$ cat config.mk
export PLATFORM = sky130hd
export DESIGN_NAME = vfc_top
export DESIGN_NICKNAME = d
export VERILOG_FILES = /design/src/rtl/vfc_pkg.sv /design/src/rtl/vfc_data.sv /design/src/rtl/vfc_ctrl.sv /design/src/rtl/vfc_top.sv
export SDC_FILE = /design/constraint.sdc
export NUM_CORES = 2
export LEC_CHECK = 0
export ABC_AREA = 1
export BUFFER_PORTS_ARGS = -buffer_cell sky130_fd_sc_hd__buf_4
export CORE_MARGIN = 4
export CORE_UTILIZATION = 35
export DETAILED_ROUTE_END_ITERATION = 10
export HOLD_SLACK_MARGIN = 0.15
export PLACE_DENSITY_LB_ADDON = 0.3
export SKIP_CTS_REPAIR_TIMING = 1
export SLEW_MARGIN = 20
export SYNTH_ARGS = -nofsm -noshare
export SYNTH_HDL_FRONTEND = slang
export SYNTH_SLANG_ARGS = --single-unit
$ cat constraint.sdc
create_clock -name clk -period 7.6 [get_ports clk]
set_input_delay 1.9 -clock clk [delete_from_list [all_inputs] [get_ports clk]]
set_output_delay 1.9 -clock clk [all_outputs]
set_load 0.01 [all_outputs]
$ cat src/rtl/vfc_pkg.sv
package vfc_pkg;
  localparam int VTX_W = 16;
  localparam logic [VTX_W-1:0] VTX_RESTART = '1;

  typedef enum logic [2:0] {
    ST_IDLE, ST_SEQ, ST_FETCH, ST_LOOK, ST_XF, ST_EMIT
  } vfcState_t;

  // strobes from control to datapath
  typedef struct packed {
    logic clrAll;   // latch draw config, invalidate cache
    logic capSeq;   // vertex = counter + offset
    logic capIdx;   // vertex = index memory data
    logic takeHit;  // output data from matching entry
    logic takeXf;   // output data from shader, fill on indexed
    logic stepCnt;  // advance loop counter
  } vfcStrobe_t;
endpackage

$ cat src/rtl/vfc_data.sv
module vfc_data
  import vfc_pkg::*;
#(
  parameter int DATA_W  = 32,
  parameter int CNT_W   = 16,
  parameter int ADDR_W  = 32,
  parameter int ENTRIES = 32
) (
  input  logic              clk,
  input  logic              rstN,
  input  vfcStrobe_t        stb,
  input  logic              drawIndexed,
  input  logic              idxWide,
  input  logic [CNT_W-1:0]  drawCount,
  input  logic [VTX_W-1:0]  drawOffset,
  input  logic [ADDR_W-1:0] idxBase,
  input  logic [15:0]       memData,
  input  logic [DATA_W-1:0] xfResult,
  output logic [ADDR_W-1:0] memAddr,
  output logic [VTX_W-1:0]  vnum,
  output logic [DATA_W-1:0] outData,
  output logic              hit,
  output logic              illegal,
  output logic              lastStep,
  output logic              indexed
);
  localparam int PTR_W = (ENTRIES > 1) ? $clog2(ENTRIES) : 1;

  logic [CNT_W-1:0]  cntQ, countQ;
  logic [VTX_W-1:0]  offsetQ, vnumQ;
  logic [ADDR_W-1:0] baseQ;
  logic              wideQ, indexedQ;
  logic [DATA_W-1:0] outDataQ;
  logic [PTR_W-1:0]  ptrQ, hitSel;
  logic [VTX_W-1:0]  tagQ  [ENTRIES];
  logic [DATA_W-1:0] slotQ [ENTRIES];
  logic [ENTRIES-1:0] matchVec;

  // parallel tag compare
  for (genvar g = 0; g < ENTRIES; g++) begin : g_match
    assign matchVec[g] = (tagQ[g] == vnumQ);
  end

  // lowest matching entry wins
  always_comb begin
    hitSel = '0;
    for (int i = ENTRIES - 1; i >= 0; i--) begin
      if (matchVec[i]) hitSel = PTR_W'(i);
    end
  end

  assign hit      = |matchVec;
  assign illegal  = (vnumQ == VTX_RESTART);
  assign lastStep = (cntQ == countQ - CNT_W'(1));
  assign indexed  = indexedQ;
  assign vnum     = vnumQ;
  assign outData  = outDataQ;
  assign memAddr  = baseQ + (wideQ ? (ADDR_W'(cntQ) << 1) : ADDR_W'(cntQ));

  always_ff @(posedge clk) begin
    if (!rstN) begin
      cntQ     <= '0;
      countQ   <= '0;
      offsetQ  <= '0;
      baseQ    <= '0;
      wideQ    <= 1'b0;
      indexedQ <= 1'b0;
      vnumQ    <= '0;
      outDataQ <= '0;
      ptrQ     <= '0;
      for (int i = 0; i < ENTRIES; i++) tagQ[i] <= '1;
    end else begin
      if (stb.clrAll) begin
        cntQ     <= '0;
        countQ   <= drawCount;
        offsetQ  <= drawOffset;
        baseQ    <= idxBase;
        wideQ    <= idxWide;
        indexedQ <= drawIndexed;
        ptrQ     <= '0;
        for (int i = 0; i < ENTRIES; i++) tagQ[i] <= '1;
      end
      if (stb.capSeq) vnumQ <= offsetQ + VTX_W'(cntQ);
      if (stb.capIdx) vnumQ <= wideQ ? memData : {8'h00, memData[7:0]};
      if (stb.takeHit) outDataQ <= slotQ[hitSel];
      if (stb.takeXf) begin
        outDataQ <= xfResult;
        if (indexedQ) begin
          tagQ[ptrQ] <= vnumQ;
          ptrQ <= (ptrQ == PTR_W'(ENTRIES - 1)) ? '0 : ptrQ + PTR_W'(1);
        end
      end
      if (stb.stepCnt) cntQ <= cntQ + CNT_W'(1);
    end
  end

  // result storage needs no reset: tags decide validity
  always_ff @(posedge clk) begin
    if (stb.takeXf && indexedQ) slotQ[ptrQ] <= xfResult;
  end
endmodule

$ cat src/rtl/vfc_ctrl.sv
module vfc_ctrl
  import vfc_pkg::*;
(
  input  logic       clk,
  input  logic       rstN,
  input  logic       drawStart,
  input  logic       drawIndexed,
  input  logic       countZero,
  input  logic       memAck,
  input  logic       xfAck,
  input  logic       outReady,
  input  logic       hit,
  input  logic       illegal,
  input  logic       lastStep,
  input  logic       indexed,
  output vfcStrobe_t stb,
  output logic       memReq,
  output logic       xfReq,
  output logic       outValid,
  output logic       busy,
  output logic       done,
  output logic       idxErr
);
  vfcState_t stQ, stD;
  logic doneSet, errSet, doneQ, errQ;

  always_comb begin
    stD     = stQ;
    stb     = '0;
    doneSet = 1'b0;
    errSet  = 1'b0;
    unique case (stQ)
      ST_IDLE: if (drawStart) begin
        stb.clrAll = 1'b1;
        if (countZero) doneSet = 1'b1;
        else stD = drawIndexed ? ST_FETCH : ST_SEQ;
      end
      ST_SEQ: begin
        stb.capSeq = 1'b1;
        stD = ST_XF;
      end
      ST_FETCH: if (memAck) begin
        stb.capIdx = 1'b1;
        stD = ST_LOOK;
      end
      ST_LOOK: begin
        if (illegal) begin
          errSet = 1'b1;
          if (lastStep) begin
            doneSet = 1'b1;
            stD = ST_IDLE;
          end else begin
            stb.stepCnt = 1'b1;
            stD = ST_FETCH;
          end
        end else if (hit) begin
          stb.takeHit = 1'b1;
          stD = ST_EMIT;
        end else begin
          stD = ST_XF;
        end
      end
      ST_XF: if (xfAck) begin
        stb.takeXf = 1'b1;
        stD = ST_EMIT;
      end
      ST_EMIT: if (outReady) begin
        if (lastStep) begin
          doneSet = 1'b1;
          stD = ST_IDLE;
        end else begin
          stb.stepCnt = 1'b1;
          stD = indexed ? ST_FETCH : ST_SEQ;
        end
      end
      default: stD = ST_IDLE;
    endcase
  end

  always_ff @(posedge clk) begin
    if (!rstN) begin
      stQ   <= ST_IDLE;
      doneQ <= 1'b0;
      errQ  <= 1'b0;
    end else begin
      stQ   <= stD;
      doneQ <= doneSet;
      errQ  <= errSet;
    end
  end

  assign memReq   = (stQ == ST_FETCH);
  assign xfReq    = (stQ == ST_XF);
  assign outValid = (stQ == ST_EMIT);
  assign busy     = (stQ != ST_IDLE);
  assign done     = doneQ;
  assign idxErr   = errQ;
endmodule

$ cat src/rtl/vfc_top.sv
module vfc_top
  import vfc_pkg::*;
#(
  parameter int DATA_W  = 32,
  parameter int CNT_W   = 16,
  parameter int ADDR_W  = 32,
  parameter int ENTRIES = 32
) (
  input  logic              clk,
  input  logic              rstN,
  input  logic              drawStart,
  input  logic              drawIndexed,
  input  logic              idxWide,
  input  logic [CNT_W-1:0]  drawCount,
  input  logic [15:0]       drawOffset,
  input  logic [ADDR_W-1:0] idxBase,
  output logic              memReq,
  output logic [ADDR_W-1:0] memAddr,
  input  logic              memAck,
  input  logic [15:0]       memData,
  output logic              xfReq,
  output logic [15:0]       xfVertex,
  input  logic              xfAck,
  input  logic [DATA_W-1:0] xfResult,
  output logic              outValid,
  input  logic              outReady,
  output logic [15:0]       outVertex,
  output logic [DATA_W-1:0] outData,
  output logic              busy,
  output logic              done,
  output logic              idxErr
);
  vfcStrobe_t stb;
  logic hit, illegal, lastStep, indexed;
  logic [VTX_W-1:0] vnum;

  vfc_ctrl i_ctrl (
    .clk(clk), .rstN(rstN), .drawStart(drawStart), .drawIndexed(drawIndexed),
    .countZero(drawCount == '0), .memAck(memAck), .xfAck(xfAck),
    .outReady(outReady), .hit(hit), .illegal(illegal), .lastStep(lastStep),
    .indexed(indexed), .stb(stb), .memReq(memReq), .xfReq(xfReq),
    .outValid(outValid), .busy(busy), .done(done), .idxErr(idxErr)
  );

  vfc_data #(.DATA_W(DATA_W), .CNT_W(CNT_W), .ADDR_W(ADDR_W), .ENTRIES(ENTRIES)) i_data (
    .clk(clk), .rstN(rstN), .stb(stb), .drawIndexed(drawIndexed),
    .idxWide(idxWide), .drawCount(drawCount), .drawOffset(drawOffset),
    .idxBase(idxBase), .memData(memData), .xfResult(xfResult),
    .memAddr(memAddr), .vnum(vnum), .outData(outData), .hit(hit),
    .illegal(illegal), .lastStep(lastStep), .indexed(indexed)
  );

  assign xfVertex  = vnum;
  assign outVertex = vnum;
endmodule

* Word-level counts from Yosys, hierarchy flattened
Memories as Yosys holds them, arrays and structs flattened.
Cells that the tools add are included.
** Storage, ports and cells
- Memories :: 2
- Latch bits :: 0
- Bits in writable memories :: 1536
- Input bits :: 120
- Register bits after elaboration :: 140
- Memory bits (read-only) :: 0
- Logic and storage cells :: 229
** Memory list
- i_data.slotQ :: words 32, width 32, rd ports 1, clocked after memory_dff 0, wr ports 1, line vfc_data.sv:36 : logic [DATA_W-1:0] slotQ [ENTRIES];
- i_data.tagQ :: words 32, width 16, rd ports 32, clocked after memory_dff 0, wr ports 32, line vfc_data.sv:35 : logic [VTX_W-1:0] tagQ [ENTRIES];
** Operators by class
- Multiplexer cells :: 122
- Bitwise operators :: 32
- Add/subtract/negate cells :: 5
- Magnitude comparators :: 0
- Eq/ne operators :: 45
- Reduce and logical (&&, ||, !) cells :: 11
- Multiply operators :: 0
- Divide/modulo/power cells :: 0
- Shifts and indexed selects :: 0
** Operators by type and width (number)
- $mux W16 :: 38
- $eq A16 B16 Y1 :: 33
- $mux W5 :: 37
- $mux W32 :: 2
- $add A32 B32 Y32 :: 1
- $or A1 B1 Y1 :: 32
- $reduce_or A32 Y1 :: 1
- $mux W1 :: 31
- $mux W3 :: 7
- $pmux W3 S6 :: 1
- $mux W17 :: 1
- $add A16 B1 Y16 const B :: 1
- $add A16 B16 Y16 :: 1
- $eq A16 B16 Y1 const B :: 1
- $logic_not A16 Y1 :: 1
- $reduce_or A16 Y1 :: 1
- $sub A16 B1 Y16 const B :: 1
- $eq A3 B2 Y1 const B :: 2
- $eq A3 B3 Y1 const B :: 2
- $mux W2 :: 3
- $ne A2 B1 Y1 const B :: 3
- $reduce_bool A2 Y1 :: 3
- $add A5 B1 Y5 const B :: 1
- $eq A5 B5 Y1 const B :: 1
- other kinds (9) :: 10

* Depth between registers and ports, before layout
An unclocked memory read counts as a cell.
- Depth after elaboration :: 37
- Depth in mapped cells :: 51
- Gate-level depth less buffers :: 48

* Modules after synthesis
A second synthesis with hierarchy kept.
** Second synthesis, totals
- Cell total of the unflattened synthesis :: 7348
- Area total of the unflattened synthesis :: 77421.8 sq um
** Modules (own cells, without submodules)
- vfc_data :: area each 76764.9 sq um, cells an instance 7231, times used 1, sequential area each 48826.8 sq um
- vfc_ctrl :: area each 432.9 sq um, cells an instance 74, times used 1, sequential area each 100.1 sq um
- vfc_top :: area each 224.0 sq um, cells an instance 43, times used 1, sequential area each 0.0 sq um

* Least setup slack after synthesis
No wires, ideal clock.
- Path kind :: register -> output
- Start :: register i_data.wideQ
- End :: output port memAddr[31]
- Stages on the path, launching flop included :: 27
- Setup slack :: 1.937 ns
- Data required time :: 5.700 ns
- Arrival :: 3.763 ns
- Path through :: dfxtp_1 > clkbuf_1 > nand2_1 > o21ai_0 > inv_1 > ha_1 > nand3_1 > nand2_1 > a21o_1 > a21oi_1 > o21ai_0 > nand3_1 > nand2_1 > nand3_1 > nand2_1 > nand3_1 > nand2_1 > nand3_1 > nand2_1 > nand3_1 > nand2_1 > nand3_1 > nor3_1 > nand3_1 > or3_1 > nor3_1 > xor2_1
** Between the ends
- Word-level cells in the longest chain between the ends :: 2
** RTL lines
- start: declaration :: line vfc_data.sv:32 : logic wideQ, indexedQ;
- start signal: assignment :: line vfc_data.sv:78 : wideQ <= idxWide;
- $mux W17 :: line vfc_data.sv:58 : assign memAddr = baseQ + (wideQ ? (ADDR_W'(cntQ) << 1) : ADDR_W'(cntQ));
- $add A32 B32 Y32 :: line vfc_data.sv:58
- end: declaration :: line vfc_top.sv:18 : output logic [ADDR_W-1:0] memAddr,
No other way between the ends.

* Worst setup path in the final report
- Start :: register i_data.wideQ
- End :: output port memAddr[30]
The elaborated chain is that of the path after synthesis.

==> out/summary.txt <==
DRC: 0
Actual slew at the worst max-slew pin: 1140 ps
Dpl cell area: 82600 µm²
RR Endpoint: i_data.outData[16]
Synth Instances: 7425
Hold Crit Start: i_data.outData[3]
Design area: 88600 µm²
GP Congestion: 0.838
Most common cell after layout, fill and taps aside: edfxtp_1
Crit Reg-Reg Startpoint: i_data.vnum[12]
Chip Width: 479 µm
Netlist Area Pre-Place: 77600 µm²
Area Overhead vs Synth: 14.2%
Hold-critical path depth: 2
Hpwl dp: 128 mm
Pleak: 32.1 nW
CP arrival: 5020 ps
Crit-path max FO: 26
Fin nets: 7671
Pwr/cell area: 259 nW/µm²
Commonest cells after routing, fill and taps aside: edfxtp_1 (1536), nand2_1 (1524), nand3_1 (1132), inv_1 (823), buf_4 (385)
Status: finished clean
First-pass GRT wire length: 343 mm
Vias per inst: 5.13
EDFF count, synth: 1536
Post-Syn Nets: 7586
Syn Area/Cell: 10.4 µm²
Antenna viol nets, final: 0
Min Tclk post-route: 6920 ps
Final period utilization: 0.911
Slew headroom: 0.240
# rows: 172
Final Max Slew Viols: 0
Hold Crit Class: register to register
IO Pins: 222
WS Path Type: register to output port
Antenna violations before repair: 8
Port Buffers: 221
Starting density of the core: 0.352
Hold endpoint: i_data.outData[3]
Main synth FF type: edfxtp_1
GRT overflow: 0
Setup TNS: 0 ps
Reg2reg path depth: 48
CTS max path bufs: 3
Clock Skew: 71.9 ps
Ys async rst share: 0
Clock Latency Late Sink: 850 ps
Fin. Hold Viols: 0
CTS tree: done
Layout cells sized above 1: 0.102
Total number of vias: 54500
Placed instance count: 10300
Max H-tree Level: 4
Largest net degree at the start of global routing: 182
Endpoints failing setup: 0
Post-Layout Cell Count: 10600
Vias in the first global route: 51300
CP Capture Type: output port
Global Route Usage Sum: 0.198
IR drop worst, VDD: 0.243 mV
Critical Path Start Type: register
Worst R2R Setup Slack: 1450 ps
RSZ-0062 raised after global routing: no
Die ar.: 229000 µm²
Num CTS Buffers: 179
Sequential fraction of the synthesis area: 0.631
Maxcap violations: 0
Drt pass-1 iters: 8
Sink Count: 1676
Synth unique cells: 48
Post-Route WL: 234 mm
Worst-path clk slew: 60 ps
Clock Tree Root: clkbuf_16
Worst endpoint required time: 5700 ps
Die Y: 479 µm
DR WL/cell: 22.0 µm
Fin util: 0.402
Maximum clock frequency: 0.144 GHz
Post-synthesis register bit count: 1676
DR iter-0 viols: 5746
Synthesis Warnings: 0
Core area: 220000 µm²
Total power draw: 22.9 mW
==> final cells by class <==
class	count	area [µm²]
diodes	2	5.00
clock buffers	244	5040
clock inverters	91	891
fillers	21000	132000
inverters	849	3210
multi-input cells	4400	23500
flip-flops and latches	1676	48900
well taps	2958	3700
repair buffers	404	3300
==> where the power goes <==
| group | leakage (nW) | switching (mW) | internal, mW |
|---|---|---|---|
| clock | 2.90 | 3.80 | 4.99 |
| combinational | 15.2 | 2.38 | 1.02 |
| sequential | 14.0 | 0.298 | 10.4 |
==> layer usage <==
layer	vias up	GRT usage	routed length (µm)
li1	25200	-	-
met1	26900	0.278	102000
met2	1977	0.320	109000
met3	395	0.0307	17000
met4	12	0.0559	6370
met5	-	0	78
==> worst max-delay path, cell delays in order, from the launching register on <==
cell	delay, ps
dfxtp_1	560
buf_4	370
o21ai_0	170
ha_1	370
nand2_1	60
o21ai_0	280
nand3_1	110
nand2_1	130
nand4_1	100
o211ai_1	160
a21oi_1	150
o21ai_0	310
nand3_1	190
nor3_1	270
nand2_1	90
nor2_1	170
nand2_1	100
nor3_1	240
nand3_1	130
xor2_1	160
buf_4	140
==> synth_stat cells, types with 4 or more instances <==
| cell type | count | area [µm²] |
|---|---|---|
| clkbuf_1 | 293 | 1100 |
| dfxtp_1 | 140 | 2800 |
| a21oi_1 | 127 | 636 |
| xor2_1 | 272 | 2380 |
| nor4_1 | 72 | 450 |
| o211ai_1 | 18 | 135 |
| nor3_1 | 48 | 240 |
| edfxtp_1 | 1536 | 46100 |
| nand4_1 | 82 | 513 |
| ha_1 | 39 | 488 |
| a31oi_1 | 16 | 100 |
| nand3_1 | 1133 | 5670 |
| buf_4 | 46 | 345 |
| xnor2_1 | 239 | 2090 |
| inv_1 | 825 | 3100 |
| inv_2 | 19 | 71.3 |
| clkinv_1 | 4 | 15.0 |
| nand3b_1 | 305 | 2290 |
| or4_1 | 7 | 52.6 |
| nor2_1 | 301 | 1130 |
| buf_2 | 113 | 566 |
| a221oi_1 | 4 | 35.0 |
| o21ai_0 | 152 | 761 |
| o2111ai_1 | 7 | 61.3 |
| buf_6 | 13 | 146 |
| buf_1 | 34 | 128 |
| or2_2 | 23 | 144 |
| nand2_1 | 1527 | 5730 |
==> how the worst max path moves through the flow <==
stage	start	endpoint	slack (ps)	cells past startpoint
after floorplan	i_data.wideQ	memAddr[31]	1940	26
after global placement	i_data.wideQ	memAddr[31]	1310	26
after detailed placement	i_data.wideQ	memAddr[30]	1530	20
after CTS	i_data.wideQ	memAddr[30]	650	20
after global routing	i_data.wideQ	memAddr[31]	70	26
final	i_data.wideQ	memAddr[30]	680	20
==> flip-flops by register name (all words and copies together), names as in the netlist, 3 cells and up <==
| name | flops |
|---|---|
| i_data.slotQ | 1024 |
| i_data.tagQ | 512 |
| i_ctrl.stQ | 3 |
| i_data.baseQ | 32 |
| i_data.outData | 32 |
| i_data.ptrQ | 5 |
| i_data.offsetQ | 16 |
| i_data.vnum | 16 |
| i_data.countQ | 16 |
| i_data.cntQ | 16 |
==> logic make-up after synthesis <==
group | synth area share
compound gates | 0.0240
xor+xnor | 0.0577
fa+ha+maj | 0.00681
buf+inv | 0.0708
flops | 0.631
simple gates | 0.210
==> stage by stage <==
stage | hold slack (ps) | worst slack [ps]
after floorplan | 448 | 1940
after global placement | 454 | 1310
after detailed placement | 460 | 1530
after CTS | 471 | 652
after global routing | 492 | 67.6
final | 472 | 676
Note: power is estimated with default switching activity, not from simulation.
